## src/rtl/i2cq_pkg.sv

```systemverilog
package i2cq_pkg;
   localparam int BYTE_W   = 8;
   localparam int CMD_W    = 10;
   localparam int ADDR_W   = 10;

   // Field positions are fixed by the command format: {stop, read, byte}
   typedef struct packed {
      logic              stop;
      logic              rd;
      logic [BYTE_W-1:0] data;
   } cmd_t;

   function automatic logic [BYTE_W-1:0] write_byte(cmd_t c);
      return c.rd ? '0 : c.data;
   endfunction
endpackage

```

## src/rtl/cmdq_fifo.sv

```systemverilog
module cmdq_fifo #(
   parameter int W     = 8,
   parameter int DEPTH = 4
) (
   input  logic                       clk,
   input  logic                       rst_n,
   input  logic                       flush,
   input  logic                       push,
   input  logic [W-1:0]               din,
   input  logic                       pop,
   output logic [W-1:0]               dout,
   output logic [$clog2(DEPTH):0]     level,
   output logic                       full,
   output logic                       empty
);
   localparam int AW = $clog2(DEPTH);
   localparam int LW = AW + 1;
   localparam logic [AW-1:0] LAST = AW'(DEPTH - 1);

   generate
      if (DEPTH < 2) begin : g_bad_depth
         $error("cmdq_fifo: DEPTH must be at least 2");
      end
      if (W < 1) begin : g_bad_width
         $error("cmdq_fifo: W must be positive");
      end
   endgenerate

   logic [W-1:0]  mem [DEPTH];
   logic [AW-1:0] wp, rp;
   logic [LW-1:0] cnt;
   logic          do_push, do_pop;

   function automatic logic [AW-1:0] step(logic [AW-1:0] p);
      logic [AW-1:0] n;
      if ((1 << AW) == DEPTH) n = p + 1'b1;
      else                    n = (p == LAST) ? '0 : p + 1'b1;
      return n;
   endfunction

   assign full    = (cnt == LW'(DEPTH));
   assign empty   = (cnt == '0);
   assign do_push = push && !full && !flush;
   assign do_pop  = pop && !empty && !flush;
   assign dout    = mem[rp];
   assign level   = cnt;

   always_ff @(posedge clk) begin
      if (do_push) mem[wp] <= din;
   end

   always_ff @(posedge clk or negedge rst_n) begin
      if (!rst_n) begin
         wp  <= '0;
         rp  <= '0;
         cnt <= '0;
      end else if (flush) begin
         wp  <= '0;
         rp  <= '0;
         cnt <= '0;
      end else begin
         if (do_push) wp <= step(wp);
         if (do_pop)  rp <= step(rp);
         case ({do_push, do_pop})
            2'b10:   cnt <= cnt + 1'b1;
            2'b01:   cnt <= cnt - 1'b1;
            default: cnt <= cnt;
         endcase
      end
   end

   a_r3_level_bound: assert property (@(posedge clk) disable iff (!rst_n)
      level <= LW'(DEPTH));
   a_r3_push_counts: assert property (@(posedge clk) disable iff (!rst_n)
      (push && !full && !pop && !flush) |=> level == $past(level) + 1'b1);
   a_r7_full_push_dropped: assert property (@(posedge clk) disable iff (!rst_n)
      (push && full && !pop && !flush) |=> level == LW'(DEPTH));
   a_r9_flush_empties: assert property (@(posedge clk) disable iff (!rst_n)
      flush |=> level == '0);
endmodule

```

## src/rtl/cmdq_cfg.sv

```systemverilog
module cmdq_cfg #(
   parameter int ADDR_W = 10
) (
   input  logic              clk,
   input  logic              rst_n,
   input  logic              en,
   input  logic              we,
   input  logic [ADDR_W-1:0] addr_in,
   input  logic              ten_in,
   output logic [ADDR_W-1:0] addr_q,
   output logic              ten_q
);
   generate
      if (ADDR_W < 10) begin : g_bad_addr
         $error("cmdq_cfg: ADDR_W must hold a 10-bit address");
      end
   endgenerate

   always_ff @(posedge clk or negedge rst_n) begin
      if (!rst_n) begin
         addr_q <= '0;
         ten_q  <= 1'b0;
      end else if (we && !en) begin
         addr_q <= addr_in;
         ten_q  <= ten_in;
      end
   end

   a_r10_cfg_frozen: assert property (@(posedge clk) disable iff (!rst_n)
      en |=> ($stable(addr_q) && $stable(ten_q)));
endmodule

```

## src/rtl/i2c_cmdq_frontend.sv

```systemverilog
module i2c_cmdq_frontend
   import i2cq_pkg::*;
#(
   parameter int TX_DEPTH = 4,
   parameter int RX_DEPTH = 4
) (
   input  logic                         clk,
   input  logic                         rst_n,
   input  logic                         en,
   input  logic                         cfg_we,
   input  logic [9:0]                   cfg_addr,
   input  logic                         cfg_ten,
   output logic [9:0]                   tgt_addr,
   output logic                         ten_bit_mode,
   input  logic                         cmd_we,
   input  logic [9:0]                   cmd_word,
   input  logic                         host_rd,
   output logic [7:0]                   host_rdata,
   input  logic [$clog2(TX_DEPTH):0]    tx_thresh,
   input  logic [$clog2(RX_DEPTH):0]    rx_thresh,
   output logic [$clog2(TX_DEPTH):0]    tx_level,
   output logic [$clog2(RX_DEPTH):0]    rx_level,
   output logic                         tx_below_thr,
   output logic                         rx_above_thr,
   output logic                         tx_ovf,
   output logic                         rx_unf,
   input  logic                         flag_clr,
   output logic                         eng_valid,
   output logic                         eng_is_read,
   output logic                         eng_stop,
   output logic [7:0]                   eng_byte,
   input  logic                         eng_take,
   input  logic                         eng_rx_valid,
   input  logic [7:0]                   eng_rx_byte,
   input  logic                         eng_abort
);
   generate
      if (CMD_W != BYTE_W + 2) begin : g_bad_cmd
         $error("i2c_cmdq_frontend: command word must be byte plus two flags");
      end
   endgenerate

   cmd_t              tx_head;
   logic [CMD_W-1:0]  tx_dout;
   logic [BYTE_W-1:0] rx_dout;
   logic              tx_full, tx_empty, rx_full, rx_empty;

   cmdq_fifo #(.W(CMD_W), .DEPTH(TX_DEPTH)) u_txq (
      .clk(clk), .rst_n(rst_n), .flush(eng_abort),
      .push(cmd_we), .din(cmd_word),
      .pop(eng_take), .dout(tx_dout),
      .level(tx_level), .full(tx_full), .empty(tx_empty));

   cmdq_fifo #(.W(BYTE_W), .DEPTH(RX_DEPTH)) u_rxq (
      .clk(clk), .rst_n(rst_n), .flush(eng_abort),
      .push(eng_rx_valid), .din(eng_rx_byte),
      .pop(host_rd), .dout(rx_dout),
      .level(rx_level), .full(rx_full), .empty(rx_empty));

   cmdq_cfg #(.ADDR_W(ADDR_W)) u_cfg (
      .clk(clk), .rst_n(rst_n), .en(en), .we(cfg_we),
      .addr_in(cfg_addr), .ten_in(cfg_ten),
      .addr_q(tgt_addr), .ten_q(ten_bit_mode));

   // Head decode toward the engine
   assign tx_head     = cmd_t'(tx_dout);
   assign eng_valid   = !tx_empty;
   assign eng_is_read = eng_valid && tx_head.rd;
   assign eng_stop    = eng_valid && tx_head.stop;
   assign eng_byte    = eng_valid ? write_byte(tx_head) : '0;

   assign host_rdata  = rx_empty ? '0 : rx_dout;

   assign tx_below_thr = (tx_level <= tx_thresh);
   assign rx_above_thr = (rx_level >  rx_thresh);

   always_ff @(posedge clk or negedge rst_n) begin
      if (!rst_n) begin
         tx_ovf <= 1'b0;
         rx_unf <= 1'b0;
      end else begin
         tx_ovf <= (tx_ovf && !flag_clr) || (cmd_we && tx_full);
         rx_unf <= (rx_unf && !flag_clr) || (host_rd && rx_empty);
      end
   end

   a_r7_ovf_sticky: assert property (@(posedge clk) disable iff (!rst_n)
      (tx_ovf && !flag_clr) |=> tx_ovf);
   a_r8_unf_set: assert property (@(posedge clk) disable iff (!rst_n)
      (host_rd && rx_level == '0) |=> rx_unf);
   a_r8_empty_reads_zero: assert property (@(posedge clk) disable iff (!rst_n)
      (rx_level == '0) |-> host_rdata == '0);
   a_r3_valid_tracks_level: assert property (@(posedge clk) disable iff (!rst_n)
      eng_valid == (tx_level != '0));
endmodule

```

## config.mk

```make
export PLATFORM = sky130hd
export DESIGN_NAME = i2c_cmdq_frontend
export DESIGN_NICKNAME = d
export VERILOG_FILES = /design/src/rtl/i2cq_pkg.sv /design/src/rtl/cmdq_fifo.sv /design/src/rtl/cmdq_cfg.sv /design/src/rtl/i2c_cmdq_frontend.sv
export SDC_FILE = /design/constraint.sdc
export NUM_CORES = 1
export LEC_CHECK = 0
export ABC_AREA = 1
export BUFFER_PORTS_ARGS = -buffer_cell sky130_fd_sc_hd__buf_2
export CAP_MARGIN = 5
export CORE_ASPECT_RATIO = 1.2
export CORE_UTILIZATION = 38
export DETAILED_ROUTE_END_ITERATION = 8
export GPL_ROUTABILITY_DRIVEN = 0
export GPL_TIMING_DRIVEN = 0
export PLACE_DENSITY = 0.7
export REMOVE_ABC_BUFFERS = 1
export SLEW_MARGIN = 20
export SYNTH_ARGS = -nofsm -noshare
export SYNTH_HDL_FRONTEND = slang
export SYNTH_SLANG_ARGS = --single-unit
```

## constraint.sdc

```tcl
create_clock -name clk -period 1.67 [get_ports clk]
set_clock_uncertainty 0.1 [all_clocks]
set_input_delay 0.334 -clock clk [delete_from_list [all_inputs] [get_ports clk]]
set_output_delay 0.334 -clock clk [all_outputs]
set_load 0.01 [all_outputs]
```

==> metrics.txt, run 1 <==
RSZ-0062 raised after global routing yes; routed wire length 10500 um; # clock sinks 99; Residual DRC 0; clock buffer depth 2; slew at the pin with the worst max-slew slack 616 ps; failing checks setup timing; hold depth 2; vias per cell 4.83; register bit total from synthesis 99; fmax 484 MHz; Worst Setup End Kind output port; Leakage 0.00263 uW; first-pass GRT wire length 16100 um; Post-Syn Instances 390; status finished, violations left; worst path arrival time 1630 ps; Worst Path Required 1240 ps; max-slew violations 0; CP max stage delay 470 ps; WHS 88.2 ps; Detailed Route Iter0 Violations 99; CTS tree yes; routed vias 3347; Area Overhead vs Synth 43.4%; gr usage total 17.8%; n_diodes 0; GRT overflow 0; Warnings, synthesis 0; initial core utilization 39.5%; Mapped Area 4420 um2; HPWL after detailed placement 6200 um; kind of critical path reg2out; final worst path period share 124%; max_cap viols 0; post-synthesis cell type count 31; I/O pin cnt 85; chip width 100 um; CP cell instances clkinvlp_4, o21ai_1, o22a_1, nand2_4, nor2_1, buf_2; row cnt 42; CP Launch Type flop; Final ANT Viol Nets 0; initial antenna violation count 0; Power Density 1490 nW/um2; Slowest cell on crit path dfrtp_4; Worst Hold Class in2reg; H-tree Lvls 3; minimum clock period 2070 ps; die height 120 um; setup TNS -10030 ps; Register-to-Register Path Depth 12; WL/cell 15.2 um; fill count 881; CP max FO 8; TritonCTS Buffers 9; synthesized area per cell 11.3 um2; first-pass iteration count of the detailed router 4; Final setup viols 56; peak supply drop 0.776 mV; I/O Buffers 84; fin nets 595; final hold violations 0; vias in the first global route 3346; clock slew at reported path FFs 70 ps; worst setup margin -398 ps; layout cells sized above 1 51.2%; slew margin rel. 58.9%; largest net degree at the start of global routing 28; Clk Latency, worst-skew pair 340 ps; total die area 12100 um2; CTS root buffer clkbuf_16; Seq/Total Area, Yosys 64.2%; core footprint 11200 um2
## worst max-delay path, delay by kind of cell, from the launching register on
family | cells | cell delay (ps)
simple gates | 2 | 210
flops | 1 | 470
compound gates | 2 | 340
buf+inv | 2 | 280
## kinds of logic after synthesis
family / after synthesis / synth area share [%]
AND/OR/NAND/NOR: 131 / 13.2
AO/OA/AOI/OAI: 74 / 9.11
adder cells (fa/ha/maj): 16 / 4.87
multiplexers: 11 / 2.80
buffers and inverters: 57 / 5.49
flip-flops: 99 / 64.2
XOR/XNOR: 2 / 0.396
## sequential cells by signal, summed over array words and instances, names as in the netlist
name / cells
rx_unf: 1
u_cfg.addr_q: 10
u_txq.level: 3
u_txq.rp: 2
u_rxq.mem: 32
u_txq.wp: 2
u_rxq.level: 3
u_rxq.rp: 2
tx_ovf: 1
u_cfg.ten_q: 1
u_txq.mem: 40
u_rxq.wp: 2
## through the flow
stage          setup slack, ps  power (uW)  utilization, %  instances  instance area (um2)
3_5_place_dp              -943        5560            44.3        616                 4960
4_1_cts                   -403        9150            54.5        686                 6100
3_3_place_gp              -860        5460            44.3        616                 4960
2_1_floorplan             -322        4660               -        378                 4350
6_report                  -398        9460            56.7        693                 6340
5_1_grt                   -472        9960            56.7        693                 6340
## what timing repair did
item	CTS	global route
cloned	4	0
pin swaps	36	42
hold endpoints to repair	27	0
gates resized for setup	116	48
setup endpoints to repair	98	99
hold buffers	1	0
buffers inserted	49	8
## routing by layer
metal	up-vias	GRT usage, %	wire length [um]
li1	1601	-	-
met1	1642	19.9	4130
met2	86	32.4	5730
met3	18	2.91	420
met4	0	8.15	227
met5	-	0	0
## Yosys cell counts (all sizes together)
| cell | instances | area, um2 |
|---|---|---|
| nor2 | 76 | 310 |
| edfxtp | 72 | 2160 |
| nand2 | 47 | 219 |
| o21ai | 44 | 220 |
| inv | 43 | 161 |
| dfrtp | 27 | 676 |
| a21oi | 18 | 101 |
| ha | 14 | 175 |
| mux2 | 11 | 124 |
| buf | 10 | 63.8 |
| o22ai | 9 | 56.3 |
| nand3 | 7 | 45.0 |
| clkbuf | 2 | 8.75 |
| clkinv | 2 | 8.75 |
| fa | 2 | 40.0 |
| xnor2 | 2 | 17.5 |
| a32oi | 1 | 8.76 |
| nand3b | 1 | 7.51 |
| o21bai | 1 | 7.51 |
| o22a | 1 | 8.76 |
## layout by cell type, fill, tap and decap left out, types with 11 or more instances in the layout
cell type and instances:
buf_2 83, buf_4 44, dfrtp_1 17, edfxtp_1 72, inv_1 33, mux2_2 11, nand2_1 34, nor2_1 43
nor2_4 23, o21ai_0 16, o21ai_2 16
## power breakdown
group          switching, uW  total (uW)  leakage, uW  internal, uW
logic                   2080        3890      0.00148          1820
clock network            890        2360     0.000165          1470
registers                263        3200     0.000979          2940
## area by class of cell
type / count / area (um2) / share of cell area [%]
repair buffers: 143 / 1000 / 15.8
inverters: 45 / 193 / 3.04
repair inverters: 2 / 15.0 / 0.237
well taps: 154 / 193 / 3.04
clock buffers: 10 / 229 / 3.61
multi-input cells: 234 / 1740 / 27.5
flip-flops and latches: 99 / 2860 / 45.0
clock inverters: 6 / 111 / 1.76
## final timing paths
kind / from / endpoint / slack (ps)
hold / removal: flag_clr / rx_unf / 90
min in group asynchronous: rst_n / u_cfg.addr_q[8] / 470
hold reg to reg: u_cfg.addr_q[6] / u_cfg.addr_q[6] / 410
setup reg to reg: u_rxq.level[1] / u_rxq.level[2] / -190
setup / recovery: u_txq.rp[0] / eng_byte[3] / -400
max in group asynchronous: rst_n / u_txq.rp[0] / 530
Note: power is estimated with default switching activity, not from simulation.
==> inputs of run 2 (changes only) <==
--- a/config.mk
+++ b/config.mk
@@ -6,14 +6,15 @@
 export NUM_CORES = 1
 export LEC_CHECK = 0
 export ABC_AREA = 1
-export BUFFER_PORTS_ARGS = -buffer_cell sky130_fd_sc_hd__buf_2
 export CAP_MARGIN = 5
 export CORE_ASPECT_RATIO = 1.2
 export CORE_UTILIZATION = 38
 export DETAILED_ROUTE_END_ITERATION = 8
+export DONT_BUFFER_PORTS = 1
 export GPL_ROUTABILITY_DRIVEN = 0
 export GPL_TIMING_DRIVEN = 0
-export PLACE_DENSITY = 0.7
+export MAX_ROUTING_LAYER = met4
+export PLACE_DENSITY = 0.63
 export REMOVE_ABC_BUFFERS = 1
 export SLEW_MARGIN = 20
 export SYNTH_ARGS = -nofsm -noshare
==> run 2 against run 1 <==
Compared with the run above:
- the flow still finishes with violations (setup timing)
- maximum frequency is 0.24% lower
- via count shrank 10%
- sequential power is 4% higher
- core utilization is 1.8 points lower
- register-to-register slack got worse by 60 ps
- non-clock buffer count down 79
- final area fell by 3.1%
- worst setup slack worse by 5.0 ps
- total power fell by 6.3%
- largest power group unchanged
==> metrics.txt, run 2 (same netlist as run 1, synthesis figures left out) <==
worst path arrival time 1640 ps; max_cap viols 0; hold path endpoint u_rxq.level[0]; Final ANT Viol Nets 0; fill count 901; wire length on met2 5470 um; clock slew at reported path FFs 70 ps; CTS tree yes; # clock sinks 99; I/O Buffers 0; largest registers u_txq.mem x40, u_rxq.mem x32, u_cfg.addr_q x10; area post-placement 4540 um2; Residual DRC 0; Leakage 0.00228 uW; final worst path period share 124%; initial core utilization 39.5%; Worst Hold Class in2reg; kind of critical path reg2out; I/O pin cnt 85; CTS root buffer clkbuf_16; first-pass iteration count of the detailed router 4; slew at the pin with the worst max-slew slack 429 ps; layout cells sized above 1 40.9%; TritonCTS Buffers 9; RSZ-0062 raised after global routing yes; slew margin rel. 71.3%; Slowest cell on crit path dfrtp_4; Final setup viols 56; hold depth 3; met3 wire len 355 um; chip width 100 um; Critical R2R Launch u_txq.level[0]; routed vias 3011; Detailed Route Iter0 Violations 68; fin area 6140 um2; Area Overhead vs Synth 38.9%; CP max FO 8; register with the most flip-flops u_txq.mem; die height 120 um; gr usage total 17.2%; vias per cell 4.90; vias in the first global route 3068; CP max stage delay 490 ps; initial antenna violation count 0; fin cells 614; delay-heaviest family, CP flip-flops; worst setup margin -403 ps; first-pass GRT wire length 15100 um; fmax 482 MHz; leading cell type in the layout, fill and taps excluded edfxtp_1; Power Density 1440 nW/um2; minimum clock period 2070 ps; HPWL after detailed placement 5740 um; row cnt 42; clock buffer depth 2; Clk Latency, worst-skew pair 340 ps; setup TNS -8720 ps; GRT overflow 0; pre-CTS WS -990 ps; final hold violations 0; total die area 12100 um2; Buf+Inv Stages, Crit Path 1; CP cell instances clkinvlp_4, o21ai_2, o22a_1, nand2_4, nor2_4; H-tree Lvls 3; fin nets 516; Worst Setup End Kind output port; setup slack, reg-to-reg -250 ps; Placed Cells 532; CP Launch Type flop; n_diodes 0; met1 WL 3810 um; routed wire length 9780 um; peak supply drop 0.848 mV; core footprint 11200 um2; WL/cell 15.9 um; HP Start eng_abort; uppermost layer routed met4; number of flip-flops in the largest register 40; r2r endpoint u_txq.level[2]; largest net degree at the start of global routing 28; failing checks setup timing; max-slew violations 0; Worst Path Required 1240 ps; critical path depth 5; status finished, violations left; most frequent cells in the layout 72 x edfxtp_1, 39 x nor2_1, 32 x inv_1, 32 x nand2_1, 30 x nor2_4; Register-to-Register Path Depth 10
## run 2: changes by cell type in the layout (fill, tap and decap cells not counted), sizes merged
| cell | previous run | this run |
|---|---|---|
| buf | 142 | 44 |
| dlygate4sd3 | 1 | 20 |
| clkinv | 3 | 6 |
| bufinv | 3 | 1 |
| clkbuf | 10 | 9 |
| clkinvlp | 6 | 7 |
| inv | 41 | 40 |
## run 2: final cells by class
type | count | area (um2) | area share [%]
Multi-Input combinational cell | 234 | 1900 | 31.0
Clock buffer | 9 | 225 | 3.67
Clock inverter | 7 | 75.1 | 1.22
Inverter | 45 | 204 | 3.32
Sequential cell | 99 | 2850 | 46.4
Timing Repair Buffer | 64 | 673 | 11.0
Timing Repair inverter | 2 | 15.0 | 0.244
Tap cell | 154 | 193 | 3.14
## run 2: tightest hold or removal path: stages
cell and delay (ps):
a21oi_4 20, nand2_1 40, nand2_1 40
## run 2: worst max-delay path by stage
stage	end	from
after global placement	eng_byte[5]	u_txq.rp[0]
after global routing	eng_byte[2]	u_txq.rp[0]
after detailed placement	eng_byte[7]	u_txq.rp[0]
after floorplan	eng_byte[0]	u_txq.rp[0]
final	eng_byte[7]	u_txq.rp[0]
after CTS	eng_byte[2]	u_txq.rp[0]
## run 2: repair_timing
| item | CTS | global route |
|---|---|---|
| endpoints found under the hold margin | 101 | 0 |
| resized for setup | 116 | 75 |
| hold buffers | 21 | 0 |
| cloned | 2 | 0 |
| setup endpoints to repair | 97 | 88 |
| pin swaps | 38 | 32 |
| buffers inserted | 40 | 5 |
## run 2: stage by stage
stage	hold slack (ps)	total power, uW	utilization (%)
finish	29.2	8860	54.9
global route	19.9	9350	54.9
CTS	24.7	8410	51.8
detailed placement	-61.0	5150	40.6
global placement	-60.9	5060	40.6
floorplan	-61.6	4660	-
## run 2: power breakdown
group | internal [uW] | switching [uW]
Combinational | 1440 | 2030
Clock | 1170 | 911
Sequential | 2930 | 381
Total | 5550 | 3320
## run 2: routing by layer
metal  global-route usage [%]  vias up
met1                     17.9     1484
met5                        -        -
li1                         -     1451
met3                     4.19       12
met4                     5.34        0
met2                     31.7       64
==> inputs of run 3 (changes only) <==
--- a/config.mk
+++ b/config.mk
@@ -6,15 +6,15 @@
 export NUM_CORES = 1
 export LEC_CHECK = 0
 export ABC_AREA = 1
+export BUFFER_PORTS_ARGS = -buffer_cell sky130_fd_sc_hd__buf_2
 export CAP_MARGIN = 5
 export CORE_ASPECT_RATIO = 1.2
 export CORE_UTILIZATION = 38
 export DETAILED_ROUTE_END_ITERATION = 8
-export DONT_BUFFER_PORTS = 1
 export GPL_ROUTABILITY_DRIVEN = 0
 export GPL_TIMING_DRIVEN = 0
 export MAX_ROUTING_LAYER = met4
-export PLACE_DENSITY = 0.63
+export PLACE_DENSITY = 0.67
 export REMOVE_ABC_BUFFERS = 1
 export SLEW_MARGIN = 20
 export SYNTH_ARGS = -nofsm -noshare
==> constraint.sdc (replaced) <==
create_clock -name clk -period 2.64 [get_ports clk]
set_clock_uncertainty 0.1 [all_clocks]
set_input_delay 0.528 -clock clk [delete_from_list [all_inputs] [get_ports clk]]
set_output_delay 0.528 -clock clk [all_outputs]
set_load 0.01 [all_outputs]
==> run 3 against run 2 <==
Compared with the run above:
- the run now ends clean
- first-iteration DRC count up 51%
- flip-flop and latch count unchanged
- final area decreased by 14%
==> metrics.txt, run 3 (same netlist as run 1, synthesis figures left out) <==
row cnt 42; fin nets 539; die height 120 um; slew margin rel. 28.7%; worst path arrival time 1860 ps; Final setup viols 0; fill count 1061; vias per cell 4.72; max-slew violations 0; GRT overflow 0; CP Launch Type flop; Worst Hold Class in2async; CTS tree yes; fmax 402 MHz; final worst path period share 94.3%; CTS root buffer clkbuf_16; fin area 5290 um2; I/O pin cnt 85; initial antenna violation count 0; Worst Path Required 2010 ps; Power Density 892 nW/um2; Slowest cell on crit path dfrtp_4; setup TNS 0 ps; chip width 100 um; register with the most flip-flops u_txq.mem; layout cells sized above 1 29.6%; routed vias 3008; final hold violations 0; Leakage 0.00225 uW; Register-to-Register Path Depth 6; # clock sinks 99; status finished, final reports clean; max_cap viols 0; vias in the first global route 3058; Clk Latency, worst-skew pair 330 ps; RSZ-0062 raised after global routing no; leading cell type in the layout, fill and taps excluded buf_2; CP max FO 13; area post-placement 4960 um2; slew at the pin with the worst max-slew slack 1060 ps; n_diodes 0; Worst Setup End Kind output port; routed wire length 9090 um; total die area 12100 um2; HPWL after detailed placement 6100 um; Residual DRC 0; I/O Buffers 84; kind of critical path reg2out; initial core utilization 39.5%; CP max stage delay 530 ps; CP cell instances clkinvlp_2, o21ai_0, a21oi_1, buf_2; gr usage total 16.3%; number of flip-flops in the largest register 40; most frequent cells in the layout 84 x buf_2, 72 x nor2_1, 72 x edfxtp_1; largest registers u_txq.mem x40, u_rxq.mem x32, u_cfg.addr_q x10; WL/cell 14.3 um; Area Overhead vs Synth 19.7%; peak supply drop 0.331 mV; clock slew at reported path FFs 70 ps; TritonCTS Buffers 9; first-pass GRT wire length 14600 um; Final ANT Viol Nets 0; clock buffer depth 2; first-pass iteration count of the detailed router 4; largest net degree at the start of global routing 28; H-tree Lvls 3; setup slack, reg-to-reg 500 ps; minimum clock period 2490 ps; core footprint 11200 um2; Detailed Route Iter0 Violations 103
==> run 3: cell types whose count changed in the layout (fill, tap and decap cells not counted), moves of 8 or more <==
cell | previous run | this run
a21oi_1 | 5 | 15
a21oi_4 | 9 | 0
buf_12 | 9 | 0
buf_2 | 0 | 84
buf_4 | 27 | 4
buf_6 | 8 | 0
dlygate4sd3_1 | 20 | 0
nor2_1 | 39 | 72
nor2_4 | 30 | 3
o21ai_0 | 19 | 44
o21ai_1 | 8 | 0
o21ai_2 | 12 | 0
==> run 3: timing repair <==
action / 4_1_cts / 5_1_grt
cloned: 1 / 0
hold buffers: 0 / 0
pin swaps: 0 / 0
gates resized for setup: 7 / 1
setup buffers: 1 / 3
setup endpoints to repair: 16 / 9
==> run 3: area by class of cell <==
type | count | area (um2) | area share (%)
multi-input cells | 234 | 1340 | 25.4
well taps | 154 | 193 | 3.64
clock inverters | 5 | 35.0 | 0.662
repair inverters | 1 | 5.00 | 0.0946
repair buffers | 88 | 450 | 8.51
inverters | 45 | 179 | 3.38
flip-flops and latches | 99 | 2840 | 53.7
clock buffers | 11 | 243 | 4.59
==> run 3: metal layers <==
layer | routed length (um) | track usage (%) | part of all wire, %
met5 | 0 | - | 0
met4 | 114 | 5.43 | 1.3
met2 | 4690 | 28.6 | 52
met1 | 3970 | 18.7 | 44
met3 | 307 | 2.97 | 3.4
==> run 3: per-stage QoR <==
step           instances  hold WS (ps)  worst slack [ps]  power, uW  utilization (%)
6_report             637          98.1               152       4720             47.3
5_1_grt              637           151              18.3       5020             47.3
4_1_cts              634           123              40.0       4750             47.1
3_5_place_dp         616           390              -231       3500             44.3
3_3_place_gp         616           383              -157       3450             44.3
2_1_floorplan        378           132               454       2950                -
==> run 3: final timing paths <==
kind                                       from               to
worst max-delay path                u_txq.rp[0]         eng_stop
min in group clk                 eng_rx_byte[4]  u_rxq.mem[2][4]
max in group asynchronous                 rst_n      u_txq.rp[0]
worst min register to register  u_cfg.addr_q[5]  u_cfg.addr_q[5]
worst max register to register   u_rxq.level[0]  u_rxq.mem[1][1]
worst min-delay path                      rst_n           rx_unf
==> run 3: power breakdown <==
group	total [uW]	switching [uW]	internal, uW	leakage (uW)
Sequential	2040	188	1850	0.000990
Combinational	1470	905	562	0.00113
Clock	1220	548	667	0.000132
Total	4720	1640	3080	0.00225
==> run 3: critical path: cells and delay by family, from the launching register on <==
kind                   cells  cell delay, ps
AOI/OAI and AO/OA          2             410
DFF                        1             530
buffers and inverters      2             580
